===== src/rtl/stack_xfer_pkg.sv =====
package stack_xfer_pkg;
  typedef enum logic [1:0] {
    OP_PUSH = 2'b00,
    OP_POP  = 2'b01,
    OP_XCHG = 2'b10,
    OP_LDSP = 2'b11
  } sx_op_e;

  typedef enum logic [3:0] {
    ST_IDLE,
    ST_PUSH_H,
    ST_PUSH_L,
    ST_POP_L,
    ST_POP_H,
    ST_POP_F,
    ST_XR_L,
    ST_XR_H,
    ST_XW_L,
    ST_XW_H,
    ST_LD
  } sx_state_e;
endpackage


===== src/rtl/sx_pointer.sv =====
module sx_pointer #(
  parameter int AW = 16,
  parameter logic [AW-1:0] SP_INIT = '0
) (
  input  logic          clk,
  input  logic          rst_n,
  input  logic          step_dn,
  input  logic          step_up,
  input  logic          load,
  input  logic [AW-1:0] load_val,
  output logic [AW-1:0] sp
);
  function automatic logic [AW-1:0] ptr_dn(input logic [AW-1:0] v);
    return v - 1'b1;
  endfunction

  function automatic logic [AW-1:0] ptr_up(input logic [AW-1:0] v);
    return v + 1'b1;
  endfunction

  always_ff @(posedge clk) begin
    if (!rst_n)       sp <= SP_INIT;
    else if (load)    sp <= load_val;
    else if (step_dn) sp <= ptr_dn(sp);
    else if (step_up) sp <= ptr_up(sp);
  end

  // the controller never asks for two pointer updates in one cycle
  a_r7_single_ptr_step: assert property (@(posedge clk) disable iff (!rst_n)
    $onehot0({step_dn, step_up, load}));
endmodule


===== src/rtl/sx_control.sv =====
module sx_control
  import stack_xfer_pkg::*;
#(
  parameter int BW = 8
) (
  input  logic            clk,
  input  logic            rst_n,
  input  logic            cmd_valid,
  input  logic [1:0]      cmd_op,
  input  logic [2*BW-1:0] cmd_data,
  input  logic [BW-1:0]   mem_rdata,
  output sx_state_e       state,
  output logic [2*BW-1:0] data_q,
  output logic            step_dn,
  output logic            step_up,
  output logic            load,
  output logic            done,
  output logic [2*BW-1:0] rsp_data
);
  logic [BW-1:0] lo_q, hi_q;
  logic          accept;
  sx_op_e        op_in;

  assign op_in  = sx_op_e'(cmd_op);
  assign accept = (state == ST_IDLE) && cmd_valid;

  always_ff @(posedge clk) begin
    if (!rst_n) begin
      state    <= ST_IDLE;
      data_q   <= '0;
      lo_q     <= '0;
      hi_q     <= '0;
      rsp_data <= '0;
      done     <= 1'b0;
    end else begin
      done <= 1'b0;
      unique case (state)
        ST_IDLE: if (accept) begin
          data_q <= cmd_data;
          unique case (op_in)
            OP_PUSH: state <= ST_PUSH_H;
            OP_POP:  state <= ST_POP_L;
            OP_XCHG: state <= ST_XR_L;
            OP_LDSP: state <= ST_LD;
          endcase
        end
        ST_PUSH_H: state <= ST_PUSH_L;
        ST_PUSH_L: begin state <= ST_IDLE; done <= 1'b1; end
        ST_POP_L:  state <= ST_POP_H;
        ST_POP_H:  begin state <= ST_POP_F; lo_q <= mem_rdata; end
        ST_POP_F: begin
          state    <= ST_IDLE;
          rsp_data <= {mem_rdata, lo_q};
          done     <= 1'b1;
        end
        ST_XR_L:   state <= ST_XR_H;
        ST_XR_H:   begin state <= ST_XW_L; lo_q <= mem_rdata; end
        ST_XW_L:   begin state <= ST_XW_H; hi_q <= mem_rdata; end
        ST_XW_H: begin
          state    <= ST_IDLE;
          rsp_data <= {hi_q, lo_q};
          done     <= 1'b1;
        end
        ST_LD:     begin state <= ST_IDLE; done <= 1'b1; end
        default:   state <= ST_IDLE;
      endcase
    end
  end

  always_comb begin
    step_dn = (accept && op_in == OP_PUSH) || (state == ST_PUSH_H);
    step_up = (state == ST_POP_L) || (state == ST_POP_H);
    load    = (state == ST_LD);
  end

  // every operation starts from idle, so a command seen while busy never restarts one
  a_r8_start_from_idle: assert property (@(posedge clk) disable iff (!rst_n)
    (state == ST_PUSH_H || state == ST_POP_L || state == ST_XR_L || state == ST_LD)
      |-> $past(state) == ST_IDLE);
endmodule


===== src/rtl/sx_memport.sv =====
module sx_memport
  import stack_xfer_pkg::*;
#(
  parameter int AW = 16,
  parameter int BW = 8
) (
  input  sx_state_e       state,
  input  logic [AW-1:0]   sp,
  input  logic [2*BW-1:0] data_q,
  output logic            mem_en,
  output logic            mem_we,
  output logic [AW-1:0]   mem_addr,
  output logic [BW-1:0]   mem_wdata
);
  function automatic logic [AW-1:0] above(input logic [AW-1:0] v);
    return v + 1'b1;
  endfunction

  function automatic logic [BW-1:0] hi_byte(input logic [2*BW-1:0] v);
    return v[2*BW-1:BW];
  endfunction

  function automatic logic [BW-1:0] lo_byte(input logic [2*BW-1:0] v);
    return v[BW-1:0];
  endfunction

  always_comb begin
    mem_en    = 1'b0;
    mem_we    = 1'b0;
    mem_addr  = sp;
    mem_wdata = '0;
    unique case (state)
      ST_PUSH_H: begin mem_en = 1'b1; mem_we = 1'b1; mem_wdata = hi_byte(data_q); end
      ST_PUSH_L: begin mem_en = 1'b1; mem_we = 1'b1; mem_wdata = lo_byte(data_q); end
      ST_POP_L, ST_POP_H, ST_XR_L: mem_en = 1'b1;
      ST_XR_H:   begin mem_en = 1'b1; mem_addr = above(sp); end
      ST_XW_L:   begin mem_en = 1'b1; mem_we = 1'b1; mem_wdata = lo_byte(data_q); end
      ST_XW_H: begin
        mem_en    = 1'b1;
        mem_we    = 1'b1;
        mem_addr  = above(sp);
        mem_wdata = hi_byte(data_q);
      end
      default: mem_en = 1'b0;
    endcase
  end
endmodule


===== src/rtl/stack_xfer_seq.sv =====
module stack_xfer_seq
  import stack_xfer_pkg::*;
#(
  parameter int AW = 16,
  parameter int BW = 8,
  parameter logic [AW-1:0] SP_INIT = '0
) (
  input  logic            clk,
  input  logic            rst_n,
  input  logic            cmd_valid,
  input  logic [1:0]      cmd_op,
  input  logic [2*BW-1:0] cmd_data,
  output logic            busy,
  output logic            done,
  output logic [2*BW-1:0] rsp_data,
  output logic [AW-1:0]   sp_out,
  output logic            mem_en,
  output logic            mem_we,
  output logic [AW-1:0]   mem_addr,
  output logic [BW-1:0]   mem_wdata,
  input  logic [BW-1:0]   mem_rdata
);
  localparam int PW = 2 * BW;

  sx_state_e     state;
  logic [PW-1:0] data_q;
  logic          step_dn, step_up, load;

  sx_control #(.BW(BW)) u_ctrl (
    .clk(clk), .rst_n(rst_n), .cmd_valid(cmd_valid), .cmd_op(cmd_op),
    .cmd_data(cmd_data), .mem_rdata(mem_rdata), .state(state), .data_q(data_q),
    .step_dn(step_dn), .step_up(step_up), .load(load), .done(done),
    .rsp_data(rsp_data)
  );

  sx_pointer #(.AW(AW), .SP_INIT(SP_INIT)) u_ptr (
    .clk(clk), .rst_n(rst_n), .step_dn(step_dn), .step_up(step_up),
    .load(load), .load_val(data_q[AW-1:0]), .sp(sp_out)
  );

  sx_memport #(.AW(AW), .BW(BW)) u_mem (
    .state(state), .sp(sp_out), .data_q(data_q), .mem_en(mem_en),
    .mem_we(mem_we), .mem_addr(mem_addr), .mem_wdata(mem_wdata)
  );

  assign busy = (state != ST_IDLE);

  function automatic logic [AW-1:0] addr_dn(input logic [AW-1:0] v);
    return v - 1'b1;
  endfunction

  function automatic logic [AW-1:0] addr_up(input logic [AW-1:0] v);
    return v + 1'b1;
  endfunction

  // no memory traffic while idle
  a_r1_quiet_idle: assert property (@(posedge clk) disable iff (!rst_n)
    !busy |-> !mem_en);
  // done is a lone pulse outside busy
  a_r7_done_not_busy: assert property (@(posedge clk) disable iff (!rst_n)
    done |-> !busy);
  a_r7_done_pulse: assert property (@(posedge clk) disable iff (!rst_n)
    done |=> !done);
  // second push byte goes one address below the first, modulo 2^16
  a_r2_push_low_below: assert property (@(posedge clk) disable iff (!rst_n)
    (state == ST_PUSH_L) |-> mem_we && mem_addr == addr_dn($past(mem_addr)));
  // second pop read is one address above the first
  a_r3_pop_high_above: assert property (@(posedge clk) disable iff (!rst_n)
    (state == ST_POP_H) |-> !mem_we && mem_addr == addr_up($past(mem_addr)));
  // exchange keeps the pointer and writes back where it read
  a_r4_xchg_sp_hold: assert property (@(posedge clk) disable iff (!rst_n)
    (state == ST_XR_H || state == ST_XW_L || state == ST_XW_H) |-> $stable(sp_out));
  a_r4_write_where_read: assert property (@(posedge clk) disable iff (!rst_n)
    (state == ST_XW_L) |-> mem_we && mem_addr == $past(mem_addr, 2));
  // pointer load makes no access
  a_r5_load_no_access: assert property (@(posedge clk) disable iff (!rst_n)
    (state == ST_LD) |-> !mem_en);
endmodule


===== config.mk =====
export PLATFORM = sky130hd
export DESIGN_NAME = stack_xfer_seq
export DESIGN_NICKNAME = d
export VERILOG_FILES = /design/src/rtl/stack_xfer_pkg.sv /design/src/rtl/sx_pointer.sv /design/src/rtl/sx_control.sv /design/src/rtl/sx_memport.sv /design/src/rtl/stack_xfer_seq.sv
export SDC_FILE = /design/constraint.sdc
export NUM_CORES = 1
export LEC_CHECK = 0
export ABC_AREA = 1
export BUFFER_PORTS_ARGS = -buffer_cell sky130_fd_sc_hd__buf_4
export CORE_AREA = 2 2 90 92
export DETAILED_ROUTE_END_ITERATION = 12
export DIE_AREA = 0 0 92 94
export GPL_TIMING_DRIVEN = 0
export HOLD_SLACK_MARGIN = 0.15
export PLACE_DENSITY = 0.86
export SETUP_SLACK_MARGIN = 0.1
export SLEW_MARGIN = 25
export SYNTH_ARGS = -nofsm -noshare
export SYNTH_HDL_FRONTEND = slang
export SYNTH_HIERARCHICAL = 1
export SYNTH_SLANG_ARGS = --single-unit

===== constraint.sdc =====
create_clock -name clk -period 6 [get_ports clk]
set_input_delay 0.6 -clock clk [delete_from_list [all_inputs] [get_ports clk]]
set_output_delay 0.6 -clock clk [all_outputs]
set_load 0.005 [all_outputs]

==> results.yml <==
pwr:
  peakVddDrop_mv: 0.249
  switchingPower_mw: 0.864
  leakage_nw: 2.70
  seq_power_share: 0.326
  netSwitchingFraction: 0.419
  p_clk_frac: 0.199
  power_mw: 2.06
  combPwrFrac: 0.475
  powerDensity_nw_per_um2: 367
  p_int_mw: 1.20
die:
  die-area_um2: 8650
  die_h_um: 94
  coreArea_um2: 7610
  die_width_um: 92
  row_count: 32
  ios: 89
  start_util: 0.605
job:
  max-cap-violations: 0
synth:
  syn_area_um2: 4600
  syn_avg_cell_area_um2: 6.61
  syn_nets: 742
  synth_top_area_share: 0.300
  synth_commonest_cells: "180 x nand2_1, 79 x nor2_1, 76 x inv_1"
  synth_ff_type: "dfxtp_1"
  synthCells: 697
  synth-edff-count: 0
  ys_ff_latch: 69
  yosysWarningCount: 6
  synth.most_common_cell: "nand2_1"
  yosys-top-cells-area: "dfxtp_1 30%, nand2_1 15%, nor2_1 6.4%"
  seq_area_frac_synth: 0.300
  synth_cell_type_count: 37
  async_reset_ff_frac: 0
  synth_top_area_cell: "dfxtp_1"
global_routing:
  overflow: 0
  grt_pass1_vias: 4577
  grt_max_degree: 17
  grt_usage: 0.304
  antenna_found_initial: 0
  grt_pass1_wl_um: 21200
routing:
  route.detailed.drc: 0
  final_antenna_net_count: 0
  num_vias: 4869
  via_per_inst: 5.39
  drt_iter0_drc: 325
  wl_um: 12600
  wl_per_cell_um: 14.0
  firstDrtPassIters: 7
timing:
  setup_violations: 0
  worst_pin_slew_ns: 0.695
  rsz0062_at_grt: "no"
  setup_tns_ns: 0
  final_max_slew_viol_count: 0
  fin_skew_ns: 0.0103
  setup_ws_ns: 2.94
  fmax_mhz: 326
  fin_hold_ws_ns: 0.458
  hold_viol: 0
  min_period_over_period: 0.511
  slew_headroom: 0.537
  finalWorstPathRequiredPeriod_ns: 3.06
final_layout:
  nets: 841
  area_delta_synth_final_pct: 21.9
  diodes: 0
  final_cell_area_um2: 5610
  regArea_um2: 1380
  stdcell_count: 903
  layout-drive-gt1-share: 0.230
  fin_util: 0.738
  multi_input_area_um2: 2710
  fillers: 612
critical_path:
  arrival_ns: 3.28
  reg2reg_depth: 18
  worst_setup_path_start_kind: "register"
  r2r_end: "u_ptr/sp[11]"
  rrSetupSlack_ns: 2.94
  reg2reg_from: "u_ctrl/state[3]"
  crit_fanout: 15
  crit_path_end_kind: "register"
  path_class: "register to register"
  critical_path_required_ns: 6.22
placed_design:
  place_area_um2: 5400
  dpl.hpwl_um: 9520
  placed_cells: 887
  gp_congestion: 0.953
  portBuffers: 87
  place_ws_ns: 3.01
clocking:
  clock-root-buffer: "clkbuf_8"
  cts_tree: "built"
  cts_setup_buffers: 0
  numCtsBuffers: 9
  cts-htree-levels: 3
  cts_buffer_depth: 2
  clock_latency_ns: 0.34
  path_clk_slew_ns: 0.07
  postCtsHoldBufs: 0
  ctsResizeCount: 0
  clkSinkCount: 69
hold_path:
  min_path_cells: 2
  min_to: "u_ctrl/hi_q[7]"
  hold_start: "u_ctrl/hi_q[7]"
  worstHoldPathType: "register to register"
outcome:
  status: "complete, no violations"
state kept, by name, summed over array words and instances, names as in the netlist:
register	count
u_ctrl/data_q	16
u_ctrl/rsp_data	16
u_ptr/sp	16
u_ctrl/hi_q	8
u_ctrl/lo_q	8
u_ctrl/state	4
u_ctrl/done	1
logic make-up (layout without fill, tap and decap cells):
group,count (synthesis),in the layout,synth area share
flip-flops,69,69,0.300
XOR/XNOR,18,18,0.0342
buffers and inverters,109,213,0.112
AO/OA/AOI/OAI,115,115,0.138
adder cells (fa/ha/maj),16,16,0.0451
AND/OR/NAND/NOR,370,370,0.371
layout make-up:
type / instances / share of cell area
Timing Repair Buffer: 88 / 0.118
Clock buffer: 10 / 0.0227
Tap cell: 102 / 0.0227
Sequential cell: 69 / 0.246
Clock inverter: 6 / 0.0154
Inverter: 87 / 0.0586
Buffer: 22 / 0.0330
Multi-Input combinational cell: 519 / 0.483
per-layer routing:
layer | share of wire | GRT usage
met1 | 0.42 | 0.370
met2 | 0.50 | 0.556
met3 | 0.067 | 0.0369
met4 | 0.014 | 0.0970
met5 | 0 | 0
cells in the final DEF (no fill, tap or decap), types with 15 or more instances in the layout:
master   instances
nand2_1        180
ha_1            15
buf_4           87
inv_1           76
nor2_1          79
dfxtp_1         69
o21ai_0         35
nand3_1         56
a21oi_1         53
how the worst max path moves through the flow:
stage	depth (start not counted)	from	slack [ns]	end
6_report	18	u_ctrl/state[3]	2.94	u_ptr/sp[11]
3_5_place_dp	18	u_ctrl/state[1]	3.01	u_ptr/sp[11]
4_1_cts	18	u_ctrl/state[1]	2.97	u_ptr/sp[11]
3_3_place_gp	16	u_ctrl/state[1]	2.27	u_ptr/sp[13]
5_1_grt	18	u_ctrl/state[3]	2.75	u_ptr/sp[11]
2_1_floorplan	13	u_ctrl/state[1]	2.89	u_ptr/sp[8]
power by group through the flow:
stage / Sequential [mW] / Combinational, mW / Clock (mW)
after floorplan: 0.640 / 0.643 / 0
after global placement: 0.675 / 0.922 / 0
after detailed placement: 0.679 / 0.955 / 0
after CTS: 0.670 / 0.972 / 0.410
after global routing: 0.687 / 1.09 / 0.432
final: 0.673 / 0.980 / 0.410
critical path, cell delays in order, from the launching register on:
cell and delay (ns):
dfxtp_1 0.41, nor2_2 0.28, nand2_2 0.12, inv_4 0.13
nand2_4 0.09, buf_6 0.16, o21ai_2 0.29, buf_6 0.23
ha_1 0.30, nand2_1 0.11, inv_1 0.06, a21oi_1 0.18
nand2_2 0.11, nand2_1 0.10, nand2_1 0.06, nand2_1 0.06
nand3_1 0.09, nand2_1 0.08, a21oi_1 0.06
No activity file was read; power rests on OpenSTA's default activity.
